==> config.mk <==
export PLATFORM = sky130hd
export DESIGN_NAME = col_clk
export DESIGN_NICKNAME = d
export VERILOG_FILES = /design/src/rtl/col_clk_pkg.sv /design/src/rtl/col_clk_timer.sv /design/src/rtl/col_clk_pattern.sv /design/src/rtl/col_clk.sv
export SDC_FILE = /design/constraint.sdc
export NUM_CORES = 1
export LEC_CHECK = 0
export BUFFER_PORTS_ARGS = -buffer_cell sky130_fd_sc_hd__buf_2
export CAP_MARGIN = 20
export CELL_PAD_IN_SITES_DETAIL_PLACEMENT = 1
export CELL_PAD_IN_SITES_GLOBAL_PLACEMENT = 1
export CORE_MARGIN = 2
export CORE_UTILIZATION = 45
export DETAILED_ROUTE_END_ITERATION = 16
export GPL_TIMING_DRIVEN = 0
export MAX_ROUTING_LAYER = met4
export PLACE_DENSITY_LB_ADDON = 0.1
export SLEW_MARGIN = 20
export SYNTH_ARGS = -nofsm -noshare
export SYNTH_HDL_FRONTEND = slang
export SYNTH_SLANG_ARGS = --single-unit
==> constraint.sdc <==
create_clock -name clk_i -period 8.7 [get_ports clk_i]
set_input_delay 1.74 -clock clk_i [delete_from_list [all_inputs] [get_ports clk_i]]
set_output_delay 1.74 -clock clk_i [all_outputs]
set_load 0.01 [all_outputs]
==> src/rtl/col_clk_pkg.sv <==
package col_clk_pkg;
  typedef enum logic [2:0] {
    PH_IDLE, PH_INIT, PH_QUIET, PH_COLS, PH_DONE
  } phase_e;

  typedef struct packed {
    logic fsync;
    logic phi2;
    logic phi1;
    logic adc;
  } lines_t;

  localparam int INIT_STEPS   = 9;
  localparam int SKIP_STEPS   = 5;
  localparam int CONV_STEPS   = 9;
  localparam int QUIET_SLICES = 20;
endpackage

==> src/rtl/col_clk_timer.sv <==
module col_clk_timer #(
  parameter int SLICE_W = 8,
  parameter int UNIT_W  = 6
) (
  input  logic               clk_i,
  input  logic               rst_ni,
  input  logic               run_i,
  input  logic [SLICE_W-1:0] slice_len_i,
  input  logic [UNIT_W-1:0]  dur_i,
  output logic               slice_end_o,
  output logic               step_last_o
);
  logic [SLICE_W-1:0] cyc_q;
  logic [UNIT_W-1:0]  unit_q;

  assign slice_end_o = (cyc_q == slice_len_i - SLICE_W'(1));
  assign step_last_o = slice_end_o && (unit_q == dur_i - UNIT_W'(1));

  always_ff @(posedge clk_i or negedge rst_ni) begin
    if (!rst_ni) begin
      cyc_q  <= '0;
      unit_q <= '0;
    end else if (!run_i) begin
      cyc_q  <= '0;
      unit_q <= '0;
    end else if (slice_end_o) begin
      cyc_q  <= '0;
      unit_q <= step_last_o ? '0 : unit_q + UNIT_W'(1);
    end else begin
      cyc_q  <= cyc_q + SLICE_W'(1);
    end
  end
endmodule

==> src/rtl/col_clk_pattern.sv <==
module col_clk_pattern
  import col_clk_pkg::*;
#(
  parameter int ADC_W  = 6,
  parameter int UNIT_W = 6
) (
  input  phase_e             phase_i,
  input  logic [3:0]         step_i,
  input  logic               conv_i,
  input  logic [ADC_W-1:0]   adc_n_i,
  output logic [UNIT_W-1:0]  dur_o,
  output lines_t             lines_o
);
  logic [UNIT_W-1:0] n_ext;
  assign n_ext = UNIT_W'(adc_n_i);

  always_comb begin
    dur_o   = UNIT_W'(1);
    lines_o = '0;
    unique case (phase_i)
      PH_INIT: begin
        dur_o = (step_i < 4'd4) ? UNIT_W'(4) : UNIT_W'(1);
        if (step_i == 4'd1) lines_o.fsync = 1'b1;
        if (step_i == 4'd3) lines_o.phi1  = 1'b1;
      end
      PH_QUIET: dur_o = UNIT_W'(QUIET_SLICES);
      PH_COLS: begin
        if (!conv_i) begin
          case (step_i)
            4'd0, 4'd2: dur_o = UNIT_W'(4);
            4'd1: begin dur_o = UNIT_W'(4); lines_o.phi2 = 1'b1; end
            4'd3: begin dur_o = UNIT_W'(4); lines_o.phi1 = 1'b1; end
            default: dur_o = UNIT_W'(1);
          endcase
        end else begin
          // each half: 3 idle, 9 phase, N phase+trigger, N phase
          case (step_i)
            4'd0, 4'd4: dur_o = UNIT_W'(3);
            4'd1: begin dur_o = UNIT_W'(9); lines_o.phi2 = 1'b1; end
            4'd2: begin dur_o = n_ext; lines_o.phi2 = 1'b1; lines_o.adc = 1'b1; end
            4'd3: begin dur_o = n_ext; lines_o.phi2 = 1'b1; end
            4'd5: begin dur_o = UNIT_W'(9); lines_o.phi1 = 1'b1; end
            4'd6: begin dur_o = n_ext; lines_o.phi1 = 1'b1; lines_o.adc = 1'b1; end
            4'd7: begin dur_o = n_ext; lines_o.phi1 = 1'b1; end
            default: dur_o = UNIT_W'(1);
          endcase
        end
      end
      default: ;
    endcase
  end
endmodule

==> src/rtl/col_clk.sv <==
module col_clk
  import col_clk_pkg::*;
#(
  parameter int NCOL    = 32,
  parameter int SLICE_W = 8,
  parameter int ADC_W   = 6
) (
  input  logic               clk_i,
  input  logic               rst_ni,
  input  logic               start_i,
  input  logic [NCOL-1:0]    row_mask_i,
  input  logic [SLICE_W-1:0] slice_len_i,
  input  logic [ADC_W-1:0]   adc_slices_i,
  output logic               phi1_o,
  output logic               phi2_o,
  output logic               fsync_o,
  output logic               adc_trig_o,
  output logic               done_o
);
  localparam int COL_W  = (NCOL > 1) ? $clog2(NCOL) : 1;
  localparam int UNIT_W = (ADC_W > 5) ? ADC_W : 5;

  phase_e             phase_q;
  logic [3:0]         step_q;
  logic [COL_W-1:0]   col_q;
  logic [NCOL-1:0]    mask_q;
  logic [SLICE_W-1:0] len_q;
  logic [ADC_W-1:0]   adc_q;

  logic               col_conv;
  logic [3:0]         last_step;
  logic               run;
  logic               slice_end;
  logic               step_last;
  logic [UNIT_W-1:0]  dur;
  lines_t             lines;

  assign col_conv  = mask_q[COL_W'(NCOL-1) - col_q];
  assign last_step = col_conv ? 4'(CONV_STEPS-1) : 4'(SKIP_STEPS-1);
  assign run       = (phase_q == PH_INIT) || (phase_q == PH_QUIET) || (phase_q == PH_COLS);

  col_clk_pattern #(.ADC_W(ADC_W), .UNIT_W(UNIT_W)) u_pat (
    .phase_i (phase_q),
    .step_i  (step_q),
    .conv_i  (col_conv),
    .adc_n_i (adc_q),
    .dur_o   (dur),
    .lines_o (lines)
  );

  col_clk_timer #(.SLICE_W(SLICE_W), .UNIT_W(UNIT_W)) u_tmr (
    .clk_i       (clk_i),
    .rst_ni      (rst_ni),
    .run_i       (run),
    .slice_len_i (len_q),
    .dur_i       (dur),
    .slice_end_o (slice_end),
    .step_last_o (step_last)
  );

  always_ff @(posedge clk_i or negedge rst_ni) begin
    if (!rst_ni) begin
      phase_q <= PH_IDLE;
      step_q  <= '0;
      col_q   <= '0;
      mask_q  <= '0;
      len_q   <= SLICE_W'(1);
      adc_q   <= ADC_W'(1);
    end else begin
      unique case (phase_q)
        PH_IDLE: if (start_i) begin
          phase_q <= PH_INIT;
          step_q  <= '0;
          col_q   <= '0;
          mask_q  <= row_mask_i;
          len_q   <= slice_len_i;
          adc_q   <= adc_slices_i;
        end
        PH_INIT: if (step_last) begin
          if (step_q == 4'(INIT_STEPS-1)) begin
            phase_q <= PH_QUIET;
            step_q  <= '0;
          end else step_q <= step_q + 4'd1;
        end
        PH_QUIET: if (step_last) begin
          phase_q <= PH_COLS;
          step_q  <= '0;
        end
        PH_COLS: if (step_last) begin
          if (step_q == last_step) begin
            step_q <= '0;
            if (col_q == COL_W'(NCOL-1)) phase_q <= PH_DONE;
            else col_q <= col_q + COL_W'(1);
          end else step_q <= step_q + 4'd1;
        end
        default: phase_q <= PH_IDLE;
      endcase
    end
  end

  assign phi1_o     = lines.phi1;
  assign phi2_o     = lines.phi2;
  assign fsync_o    = lines.fsync;
  assign adc_trig_o = lines.adc;
  assign done_o     = (phase_q == PH_DONE);
endmodule

==> impl_metrics.csv <==
group,metric,value,unit
cells_and_area,fin_util,0.531,
sta,fmax,0.200,GHz
setup_path,reg2reg_to,"phase_q[0]$_DFFE_PN0P_",
power_and_ir_drop,leakage,0.00242,uW
synthesis,syn_inst,515,
cts,postCtsHoldBufs,0,
floorplan,design.core.area,9590,um2
place,post-dp-hpwl,8860,um
synthesis,syn-cell-area,4390,um2
sta,relSlewSlack,0.562,
sta,fin_ws,3.69,ns
cts,postCtsSetupRepairBufs,0,
sta,period_share,0.576,
synthesis,async_flop_share,1.00,
floorplan,die_w,103,um
setup_path,max_stage_delay,0.45,ns
setup_path,critical_path_depth,20,
hold_path,hold_end,"mask_q[11]$_DFFE_PN0P_",
setup_path,cp_max_fo,10,
detailed_routing,ant_nets,0,
cts,clockRootBuffer,"clkbuf_8",
place,io_buffer_count,53,
detailed_routing,wirelength,11800,um
grt,grt_use_total,0.251,
cells_and_area,final_common_cell,"nand2_1",
detailed_routing,drc,0,
cts,numCtsBuffers,9,
power_and_ir_drop,ir_drop,90.2,uV
setup_path,slowest_stage,"o31ai_1",
detailed_routing,drt_first_pass_iters,4,
cts,cts_tree,"done",
detailed_routing,wl_met1,5520,um
outcome,status,"completed",
setup_path,path_buf_inv,6,
setup_path,start_kind,"register",
setup_path,crit_family,"compound AO/OA/AOI/OAI gates",
grt,gr-total-overflow,0,
power_and_ir_drop,power.density,199,nW/um2
synthesis,syn_area_per_cell,8.52,um2
cells_and_area,syn_to_final_growth,16.3,%
hold_path,min_from,"mask_q[11]$_DFFE_PN0P_",
place,gp_congestion,0.896,
cells_and_area,layout_common_cells,"166 x nand2_1, 70 x dfrtp_1, 53 x buf_2",
floorplan,start_util,0.457,
sta,drv_slew,0,
floorplan,rows,36,
synthesis,ys_seq_area_frac,0.411,
cts,cts_htree_levels,3,
sta,period_needed,5.01,ns
setup_path,path_common_cell,"inv_1",
setup_path,critical_path.cell_chain,"inv_1, ha_1, or2_2, clkbuf_1, o31ai_1, inv_1, nor4_2, a311o_1, inv_1, ha_1, clkbuf_1, nand2b_1, a2111oi_0, o21ai_0, o311ai_0, mux2i_1, nand2_1, buf_2, nor2_1, a2111o_1",
floorplan,die-area,10600,um2
grt,first_global_vias,3969,
floorplan,die_h,103,um
sta,hold-worst-slack,0.477,ns
grt,grt_pass1_wl,19800,um
detailed_routing,top_layer,"met4",
detailed_routing,wl_met3,327,um
cts,cts.sink_count,72,
synthesis,yosysUniqueCellTypes,71,
sta,clock_skew,0.0107,ns
detailed_routing,vias_per_cell,5.30,
detailed_routing,dr.first_iter.drc_count,124,
detailed_routing,route.met2.wl,5750,um
detailed_routing,vias,3809,
synthesis,syn_nets,574,
floorplan,ios,54,
synthesis,ys_ff_latch,72,
run,max_cap_violations,0,
hold_path,hold_class,"reg -> reg",
setup_path,cp.arrival,5.26,ns
sta,hold_violations,0,
setup_path,worstPathRequired,8.95,ns
place,pre_cts_ws,3.80,ns
cells_and_area,n_antenna_cell,0,
setup_path,rr_worst_depth,20,
setup_path,path_class,"reg -> reg",
power_and_ir_drop,power,1010,uW
setup_path,ff2ff_setup_slack,3.69,ns
synthesis,synth_edf_count,0,
cts,cts_max_path_buffers,2,
synthesis,dominantRegCellSynth,"dfrtp_1",
cts,clk_pin_slew,0.09,ns
setup_path,r2r-start,"step_q[0]$_DFFE_PN0P_",
cts,insertion_delay,0.36,ns
synthesis,synth_warnings,0,
hold_path,min_path_cells,2,
grt,grt_start_max_net_pins,40,
detailed_routing,wl_per_cell,16.4,um
sta,setup_viol_count_final,0,
cells_and_area,nNetsFinal,640,
setup_path,worst_setup_path_end_kind,"register",
cells_and_area,drive_gt1_frac,0.184,
sta,tightest_slew,0.651,ns
grt,antenna_found_initial,0,
sta,fin_setup_tns,0,ns
cts,cts_resized,0,
sta,rsz0062_at_grt,"no",
-- Yosys cell counts, types with 5 or more instances --
master | n | share of area
a22oi_1 | 5 | 0.0086
nand3_1 | 19 | 0.022
a21oi_1 | 12 | 0.014
o21ai_0 | 16 | 0.018
clkbuf_1 | 16 | 0.014
inv_1 | 10 | 0.0086
xor2_1 | 16 | 0.032
and3_1 | 7 | 0.010
xnor2_1 | 11 | 0.022
nand2b_1 | 6 | 0.0086
dfrtp_1 | 70 | 0.40
nor2_1 | 32 | 0.027
nand2_1 | 166 | 0.14
mux2i_1 | 19 | 0.043
nor3_1 | 7 | 0.0080
ha_1 | 10 | 0.029
-- registers in the layout (all words and copies together), names as in the netlist --
signal	cells
mask_q	32
col_q	5
step_q	4
adc_q	6
u_tmr.cyc_q	8
len_q	8
phase_q	3
u_tmr.unit_q	6
-- per-stage QoR --
step / instance area [um2] / cells
2_1_floorplan: 4390 / 515
3_5_place_dp: 4850 / 703
4_1_cts: 5100 / 719
3_3_place_gp: 4820 / 701
6_report: 5100 / 719
5_1_grt: 5100 / 719
-- metal layers --
| layer | vias up | global-route usage |
|---|---|---|
| met5 | - | - |
| met4 | 0 | 0.0677 |
| met3 | 16 | 0.0515 |
| met2 | 59 | 0.411 |
| met1 | 1855 | 0.316 |
| li1 | 1879 | - |
-- tightest hold or removal path: cells and delay by family (launching register included) --
family | cells | cell delay [ns]
flip-flops | 1 | 0.34
AND/OR/NAND/NOR | 2 | 0.10
-- kinds of logic after synthesis --
kind of cell    after synthesis  synth area share
buf+inv                      38            0.0528
simple gates                276             0.288
mux                          20            0.0459
fa+ha+maj                    10            0.0285
flops                        72             0.411
xor+xnor                     27            0.0539
compound gates               72             0.120
-- where the power goes --
part	switching (uW)	internal, uW
sequential	49.8	385
combinational	137	106
clock	136	199
total	323	690
-- worst max path at each step --
| stage | start | end |
|---|---|---|
| after floorplan | step_q[0]$_DFFE_PN0P_ | phase_q[0]$_DFFE_PN0P_ |
| after global placement | step_q[0]$_DFFE_PN0P_ | phase_q[0]$_DFFE_PN0P_ |
| after detailed placement | step_q[0]$_DFFE_PN0P_ | phase_q[0]$_DFFE_PN0P_ |
| after CTS | step_q[0]$_DFFE_PN0P_ | phase_q[0]$_DFFE_PN0P_ |
| after global routing | step_q[0]$_DFFE_PN0P_ | phase_q[0]$_DFFE_PN0P_ |
| final | step_q[0]$_DFFE_PN0P_ | phase_q[0]$_DFFE_PN0P_ |
-- cell type report --
cell class / count / area [um2]
Buffer: 28 / 194
Fill cell: 1185 / 4500
Clock inverter: 5 / 104
Clock buffer: 11 / 141
Sequential cell: 72 / 1800
Multi-Input combinational cell: 405 / 2360
Inverter: 10 / 37.5
Tap cell: 133 / 166
Timing Repair Buffer: 55 / 295
No activity file was read; power rests on OpenSTA's default activity.
